<file path="config.mk">
export PLATFORM = sky130hd
export DESIGN_NAME = dlist_exec
export DESIGN_NICKNAME = d
export VERILOG_FILES = /design/src/rtl/dlx_pkg.sv /design/src/rtl/dlx_rd_port.sv /design/src/rtl/dlx_hdr_regs.sv /design/src/rtl/dlx_seq.sv /design/src/rtl/dlist_exec.sv
export SDC_FILE = /design/constraint.sdc
export NUM_CORES = 2
export LEC_CHECK = 0
export CORE_ASPECT_RATIO = 1.4
export CORE_UTILIZATION = 45
export CTS_CLUSTER_DIAMETER = 200
export DETAILED_ROUTE_END_ITERATION = 16
export GPL_ROUTABILITY_DRIVEN = 1
export PLACE_DENSITY_LB_ADDON = 0.3
export REMOVE_ABC_BUFFERS = 1
export SETUP_SLACK_MARGIN = 0.02
export SKIP_CTS_REPAIR_TIMING = 1
export SYNTH_ARGS = -nofsm -noshare
export SYNTH_HDL_FRONTEND = slang
export SYNTH_SLANG_ARGS = --single-unit
</file>
<file path="constraint.sdc">
create_clock -name clk -period 3.91 [get_ports clk]
set_input_delay 0.782 -clock clk [delete_from_list [all_inputs] [get_ports clk]]
set_output_delay 0.782 -clock clk [all_outputs]
set_load 0.02 [all_outputs]
</file>
<file path="src/rtl/dlx_pkg.sv">
package dlx_pkg;

    localparam int WORD_W      = 32;
    localparam int ENTRY_BYTES = 8;

    typedef logic [WORD_W-1:0] word_t;

    typedef enum logic [2:0] {
        SQ_IDLE,
        SQ_HDR,
        SQ_SLOT,
        SQ_ENT_A,
        SQ_ENT_D,
        SQ_ADV,
        SQ_FIN
    } seq_state_e;

    typedef struct packed {
        word_t addr;
        word_t data;
    } reg_wr_t;

    // Header addresses live on 8-byte boundaries
    function automatic word_t align8(word_t a);
        return a & ~word_t'(7);
    endfunction

    // Byte length of a body turned into a count of whole entries
    function automatic word_t entries_of(word_t len);
        return len >> 3;
    endfunction

    function automatic int hdr_words(int slots);
        return 2 * slots + 3;
    endfunction

endpackage

</file>
<file path="src/rtl/dlx_rd_port.sv">
module dlx_rd_port
    import dlx_pkg::*;
(
    input  logic  clk,
    input  logic  rst,
    input  logic  go,
    input  word_t go_addr,
    output logic  idle,
    output logic  done,
    output word_t done_data,
    output logic  mem_req_valid,
    input  logic  mem_req_ready,
    output word_t mem_req_addr,
    input  logic  mem_rsp_valid,
    input  word_t mem_rsp_data
);

    typedef enum logic [1:0] {RP_IDLE, RP_REQ, RP_WAIT} rp_state_e;

    rp_state_e st;
    word_t     addr_q;

    always_ff @(posedge clk) begin
        if (rst) begin
            st     <= RP_IDLE;
            addr_q <= '0;
        end else begin
            unique case (st)
                RP_IDLE: if (go) begin
                    st     <= RP_REQ;
                    addr_q <= go_addr;
                end
                RP_REQ:  if (mem_req_ready) st <= RP_WAIT;
                RP_WAIT: if (mem_rsp_valid) st <= RP_IDLE;
                default: st <= RP_IDLE;
            endcase
        end
    end

    assign idle          = (st == RP_IDLE);
    assign done          = (st == RP_WAIT) && mem_rsp_valid;
    assign done_data     = mem_rsp_data;
    assign mem_req_valid = (st == RP_REQ);
    assign mem_req_addr  = addr_q;

endmodule

</file>
<file path="src/rtl/dlx_hdr_regs.sv">
module dlx_hdr_regs
    import dlx_pkg::*;
#(
    parameter int SLOTS = 8,
    localparam int HW   = 2 * SLOTS + 3,
    localparam int IW   = $clog2(HW)
)(
    input  logic          clk,
    input  logic          rst,
    input  logic          we,
    input  logic [IW-1:0] idx,
    input  word_t         wdata,
    output word_t         cnt,
    output word_t         next_hdr,
    output logic [1:0]    flags,
    output word_t         slot_len  [SLOTS],
    output word_t         slot_addr [SLOTS]
);

    localparam int NEXT_IDX  = 2 * SLOTS + 1;
    localparam int FLAGS_IDX = 2 * SLOTS + 2;

    always_ff @(posedge clk) begin
        if (rst) begin
            cnt      <= '0;
            next_hdr <= '0;
            flags    <= '0;
        end else if (we) begin
            if (idx == IW'(0))         cnt      <= wdata;
            if (idx == IW'(NEXT_IDX))  next_hdr <= wdata;
            if (idx == IW'(FLAGS_IDX)) flags    <= wdata[1:0];
        end
    end

    for (genvar k = 0; k < SLOTS; k++) begin : g_slot
        always_ff @(posedge clk) begin
            if (rst) begin
                slot_len[k]  <= '0;
                slot_addr[k] <= '0;
            end else if (we) begin
                if (idx == IW'(1 + 2 * k)) slot_len[k]  <= wdata;
                if (idx == IW'(2 + 2 * k)) slot_addr[k] <= wdata;
            end
        end
    end

endmodule

</file>
<file path="src/rtl/dlx_seq.sv">
module dlx_seq
    import dlx_pkg::*;
#(
    parameter int SLOTS = 8,
    localparam int HW   = 2 * SLOTS + 3,
    localparam int IW   = $clog2(HW),
    localparam int SW   = (SLOTS > 1) ? $clog2(SLOTS) : 1
)(
    input  logic          clk,
    input  logic          rst,
    input  logic          start,
    input  word_t         start_addr,
    output logic          rd_go,
    output word_t         rd_addr,
    input  logic          rd_idle,
    input  logic          rd_done,
    input  word_t         rd_data,
    output logic          hdr_we,
    output logic [IW-1:0] hdr_idx,
    input  word_t         hdr_cnt,
    input  word_t         hdr_next,
    input  logic [1:0]    hdr_flags,
    input  word_t         slot_len  [SLOTS],
    input  word_t         slot_addr [SLOTS],
    output logic          wr_en,
    output word_t         wr_addr,
    output word_t         wr_data,
    output logic          busy,
    output logic          end_irq
);

    seq_state_e    state;
    word_t         base;
    logic [IW-1:0] widx;
    logic [SW-1:0] slot;
    word_t         ptr;
    word_t         remain;
    word_t         ent_addr;
    logic [SW-1:0] last_slot;
    word_t         cur_cnt;
    logic          need_rd;

    // Count field is "extra bodies"; anything past the table end is clamped
    always_comb begin
        if (hdr_cnt >= word_t'(SLOTS)) last_slot = SW'(SLOTS - 1);
        else                           last_slot = hdr_cnt[SW-1:0];
    end

    assign cur_cnt = entries_of(slot_len[slot]);

    always_comb begin
        need_rd = 1'b0;
        rd_addr = ptr;
        unique case (state)
            SQ_HDR: begin
                need_rd = 1'b1;
                rd_addr = base + (word_t'(widx) << 2);
            end
            SQ_ENT_A: begin
                need_rd = 1'b1;
                rd_addr = ptr;
            end
            SQ_ENT_D: begin
                need_rd = 1'b1;
                rd_addr = ptr + word_t'(4);
            end
            default: ;
        endcase
    end

    assign rd_go   = need_rd && rd_idle;
    assign hdr_we  = (state == SQ_HDR) && rd_done;
    assign hdr_idx = widx;
    assign busy    = (state != SQ_IDLE);

    always_ff @(posedge clk) begin
        if (rst) begin
            state    <= SQ_IDLE;
            base     <= '0;
            widx     <= '0;
            slot     <= '0;
            ptr      <= '0;
            remain   <= '0;
            ent_addr <= '0;
            wr_en    <= 1'b0;
            wr_addr  <= '0;
            wr_data  <= '0;
            end_irq  <= 1'b0;
        end else begin
            wr_en   <= 1'b0;
            end_irq <= 1'b0;
            unique case (state)
                SQ_IDLE: if (start) begin
                    base  <= align8(start_addr);
                    widx  <= '0;
                    state <= SQ_HDR;
                end
                SQ_HDR: if (rd_done) begin
                    if (widx == IW'(HW - 1)) begin
                        slot  <= '0;
                        state <= SQ_SLOT;
                    end else begin
                        widx <= widx + IW'(1);
                    end
                end
                SQ_SLOT: begin
                    if (cur_cnt == '0) begin
                        state <= SQ_ADV;
                    end else begin
                        ptr    <= slot_addr[slot];
                        remain <= cur_cnt;
                        state  <= SQ_ENT_A;
                    end
                end
                SQ_ENT_A: if (rd_done) begin
                    ent_addr <= rd_data;
                    state    <= SQ_ENT_D;
                end
                SQ_ENT_D: if (rd_done) begin
                    wr_en   <= 1'b1;
                    wr_addr <= ent_addr;
                    wr_data <= rd_data;
                    ptr     <= ptr + word_t'(ENTRY_BYTES);
                    remain  <= remain - word_t'(1);
                    state   <= (remain == word_t'(1)) ? SQ_ADV : SQ_ENT_A;
                end
                SQ_ADV: begin
                    if (slot == last_slot) begin
                        state <= SQ_FIN;
                    end else begin
                        slot  <= slot + SW'(1);
                        state <= SQ_SLOT;
                    end
                end
                SQ_FIN: begin
                    if (hdr_flags[0]) begin
                        base  <= align8(hdr_next);
                        widx  <= '0;
                        state <= SQ_HDR;
                    end else begin
                        end_irq <= hdr_flags[1];
                        state   <= SQ_IDLE;
                    end
                end
                default: state <= SQ_IDLE;
            endcase
        end
    end

endmodule

</file>
<file path="src/rtl/dlist_exec.sv">
module dlist_exec
    import dlx_pkg::*;
#(
    parameter int SLOTS = 8
)(
    input  logic        clk,
    input  logic        rst,
    input  logic        start,
    input  logic [31:0] start_addr,
    output logic        mem_req_valid,
    input  logic        mem_req_ready,
    output logic [31:0] mem_req_addr,
    input  logic        mem_rsp_valid,
    input  logic [31:0] mem_rsp_data,
    output logic        reg_wr_en,
    output logic [31:0] reg_wr_addr,
    output logic [31:0] reg_wr_data,
    output logic        busy,
    output logic        end_irq
);

    localparam int HW = hdr_words(SLOTS);
    localparam int IW = $clog2(HW);

    logic          rd_go, rd_idle, rd_done;
    word_t         rd_addr, rd_data;
    logic          hdr_we;
    logic [IW-1:0] hdr_idx;
    word_t         hdr_cnt, hdr_next;
    logic [1:0]    hdr_flags;
    word_t         slot_len  [SLOTS];
    word_t         slot_addr [SLOTS];
    reg_wr_t       wr;

    dlx_rd_port u_rd (
        .clk           (clk),
        .rst           (rst),
        .go            (rd_go),
        .go_addr       (rd_addr),
        .idle          (rd_idle),
        .done          (rd_done),
        .done_data     (rd_data),
        .mem_req_valid (mem_req_valid),
        .mem_req_ready (mem_req_ready),
        .mem_req_addr  (mem_req_addr),
        .mem_rsp_valid (mem_rsp_valid),
        .mem_rsp_data  (mem_rsp_data)
    );

    dlx_hdr_regs #(.SLOTS(SLOTS)) u_hdr (
        .clk       (clk),
        .rst       (rst),
        .we        (hdr_we),
        .idx       (hdr_idx),
        .wdata     (rd_data),
        .cnt       (hdr_cnt),
        .next_hdr  (hdr_next),
        .flags     (hdr_flags),
        .slot_len  (slot_len),
        .slot_addr (slot_addr)
    );

    dlx_seq #(.SLOTS(SLOTS)) u_seq (
        .clk        (clk),
        .rst        (rst),
        .start      (start),
        .start_addr (start_addr),
        .rd_go      (rd_go),
        .rd_addr    (rd_addr),
        .rd_idle    (rd_idle),
        .rd_done    (rd_done),
        .rd_data    (rd_data),
        .hdr_we     (hdr_we),
        .hdr_idx    (hdr_idx),
        .hdr_cnt    (hdr_cnt),
        .hdr_next   (hdr_next),
        .hdr_flags  (hdr_flags),
        .slot_len   (slot_len),
        .slot_addr  (slot_addr),
        .wr_en      (reg_wr_en),
        .wr_addr    (wr.addr),
        .wr_data    (wr.data),
        .busy       (busy),
        .end_irq    (end_irq)
    );

    assign reg_wr_addr = wr.addr;
    assign reg_wr_data = wr.data;

endmodule

</file>
==> flow_summary.ini <==
[synth]
synth_cells = 4351
synthFlopType = dfxtp_1
syn_area_mm2 = 0.0348
synth_seq_cells = 787
synth_edf_count = 0
avgSynthCellArea_um2 = 8.01
ys_warn_count = 0
ys_async_sr_fraction_pct = 0
ys_top_cells_by_area = dfxtp_1, nand2_1, a21oi_1, mux4_2, clkbuf_1
yosys.area.top_type = dfxtp_1
synth-seq-area-share_pct = 45.2
yosysTopAreaCellShare_pct = 45.2
ys_types = 73

[routing]
vias = 31300
drt_iter0_drc = 2969
first_pass_iters = 7
route.detailed.drc = 0
avgRoutedWirePerCell_um = 21.6
antenna_left = 0
via_per_inst = 5.84
wl_um = 116000

[sta]
rsz0062_at_grt = no
finalHoldViolations = 0
worst-slew-pin-transition_ns = 1.34
drv_slew = 0
slew-limit-headroom_pct = 9.65
post-route-period-util_pct = 94.4
worst_slack_ns = 0.219
fmax_mhz = 271
finalClockSkew_ns = 0.0271
finalSetupViolCount = 0
fin_crit_ns = 3.69
final.setup.tns_ns = 0
hold_ws_ns = 0.448

[worst_hold_path]
hold_class = flip-flop to flip-flop
min_from = u_hdr.slot_addr[144]

[global_routing]
grt_pass1_vias = 29800
grt_pass1_wl_um = 178000
grt_max_degree = 125
grt_use_total_pct = 29.2
antenna_found_initial = 1
grt_overflow_total = 0

[place]
io_buffers = 165
pre_cts_slack_ns = 0.224
post-dp-hpwl_um = 71200
gp_congestion = 0.950
dp_cells = 5225

[pwr]
power_mw = 17.1
power.density_mw_per_mm2 = 427
peakVddDrop_mv = 0.297
leakage_nw = 13.2

[critical_path]
crit_start = u_seq.slot[0]
cp-end-kind = flip-flop
arrival_ns = 4.25
critPathTopFamily = compound AO/OA/AOI/OAI gates
critPathBufInv = 2
path_class = flip-flop to flip-flop
crit_fanout = 27
reg2reg_from = u_seq.slot[0]
slowest_delay_ns = 0.69
crit_required_ns = 4.47
path_cells = mux4_2, or4_1, a2111oi_2, o2bb2ai_1, o31ai_1, and2_2, buf_12, buf_4, a21oi_1, o32ai_1
crit_path_start_kind = flip-flop
cp_slowest_cell = dfxtp_4

[final_layout]
seqCellArea_mm2 = 0.0158
nNetsFinal = 4413
fin_cells = 5365
area_delta_synth_final_pct = 15.1
fill_cells = 7245
multi_input_area_mm2 = 0.0174
drive_above_1_share_pct = 9.60

[clocking]
cts_buffer_depth = 3
root_buffer = clkbuf_16
clock_latency_ns = 0.65
clkSinkCount = 787
clk_pin_slew_worst_paths_ns = 0.06
htreeDepth = 3
cts_tree = built
cts_made_buffers = 78

[floorplanning]
io_pins = 169
row_count = 120
initial_core_util_pct = 45.5
fp.dieArea_mm2 = 0.0786
dieHeight_um = 331
fp.dieW_um = 237
design.core.area_mm2 = 0.0766

[flow_run]
maxCapViolations = 0

[outcome]
status = complete, no violations
[logic make-up after synthesis]
| family | synth area share (%) |
|---|---|
| DFF | 45.2 |
| buffers and inverters | 4.85 |
| AOI/OAI and AO/OA | 16.4 |
| adders and majority gates | 0.560 |
| and+or+nand+nor | 21.8 |
| muxes | 10.3 |
| xor gates and xnor gates | 0.905 |
[synthesized netlist by cell type (21+ instances only)]
library cell	count
clkbuf_1	359
a211oi_1	61
mux4_2	114
nand4_1	27
nand3_1	42
inv_1	21
a21oi_1	747
nand2_1	1413
nor3_1	81
buf_2	30
o211ai_1	28
o21ai_0	43
mux2i_1	84
nor2_1	159
dfxtp_1	787
[cell usage in the layout, fill, tap and decap left out, drive strengths merged, types with 16 or more instances in the layout]
cell / n
nand2: 1413
dfxtp: 787
a21oi: 747
clkdlybuf4s50: 161
nor2: 159
buf: 142
clkbuf: 116
mux4: 114
mux2i: 84
nor3: 82
o21ai: 62
a211oi: 61
nand3: 42
o211ai: 28
nand4: 27
and2: 26
inv: 26
xnor2: 18
xor2: 18
nor4: 16
mux2: 16
o32ai: 16
[flip-flops by register name (all words and copies together) (netlist names)]
name	cells
u_seq.base	29
u_seq.wr_en	1
u_hdr.flags	2
u_seq.ent_addr	32
u_hdr.slot_len	232
u_seq.wr_addr	32
u_seq.slot	3
u_seq.hdr_idx	5
u_seq.end_irq	1
u_seq.remain	32
u_seq.ptr	32
u_hdr.slot_addr	256
u_seq.wr_data	32
u_hdr.next_hdr	29
u_seq.state	3
u_hdr.cnt	32
u_rd.mem_req_addr	32
u_rd.st	2
[layout make-up]
class	count	share of cell area, %
Inverter	22	0.206
Antenna cell	2	0.0125
Multi-Input combinational cell	3136	43.5
Clock buffer	115	5.88
Tap cell	976	3.05
Timing Repair Buffer	304	7.23
Clock inverter	23	0.808
Sequential cell	787	39.3
[metrics by stage]
stage               cell area, µm²  util, %
floorplan                    33200        -
global placement             37400     48.8
detailed placement           37400     48.8
CTS                          40100     52.3
global route                 40100     52.3
finish                       40100     52.4
[final timing paths]
| kind | cells after the start | slack, ns | to |
|---|---|---|---|
| min | 2 | 0.45 | u_hdr.slot_addr[144] |
| max reg2reg | 10 | 0.22 | u_seq.ptr[18] |
| min reg2reg | 2 | 0.45 | u_hdr.slot_addr[144] |
| max | 10 | 0.22 | u_seq.ptr[18] |
[metal layers]
layer	wire, µm	up-vias	GRT usage (%)
li1	-	14800	-
met1	46200	15100	36.2
met2	55500	1203	48.7
met3	7910	264	4.44
met4	6440	0	15.7
met5	0	-	0
[power by group]
part | switching (mW) | total, mW | internal (mW) | leakage (nW)
clock | 3.32 | 7.97 | 4.65 | 1.32
combinational | 0.669 | 0.985 | 0.317 | 5.51
sequential | 0.0694 | 8.16 | 8.09 | 6.35
total | 4.06 | 17.1 | 13.1 | 13.2
[worst register-to-register path: cells and delay by family (launching register included)]
| family | cells | cell delay [ns] |
|---|---|---|
| AO/OA/AOI/OAI | 5 | 0.99 |
| buffers and inverters | 2 | 0.39 |
| flip-flops | 1 | 0.69 |
| multiplexers | 1 | 0.62 |
| AND/OR/NAND/NOR | 2 | 0.91 |
No activity file was read; power rests on OpenSTA's default activity.
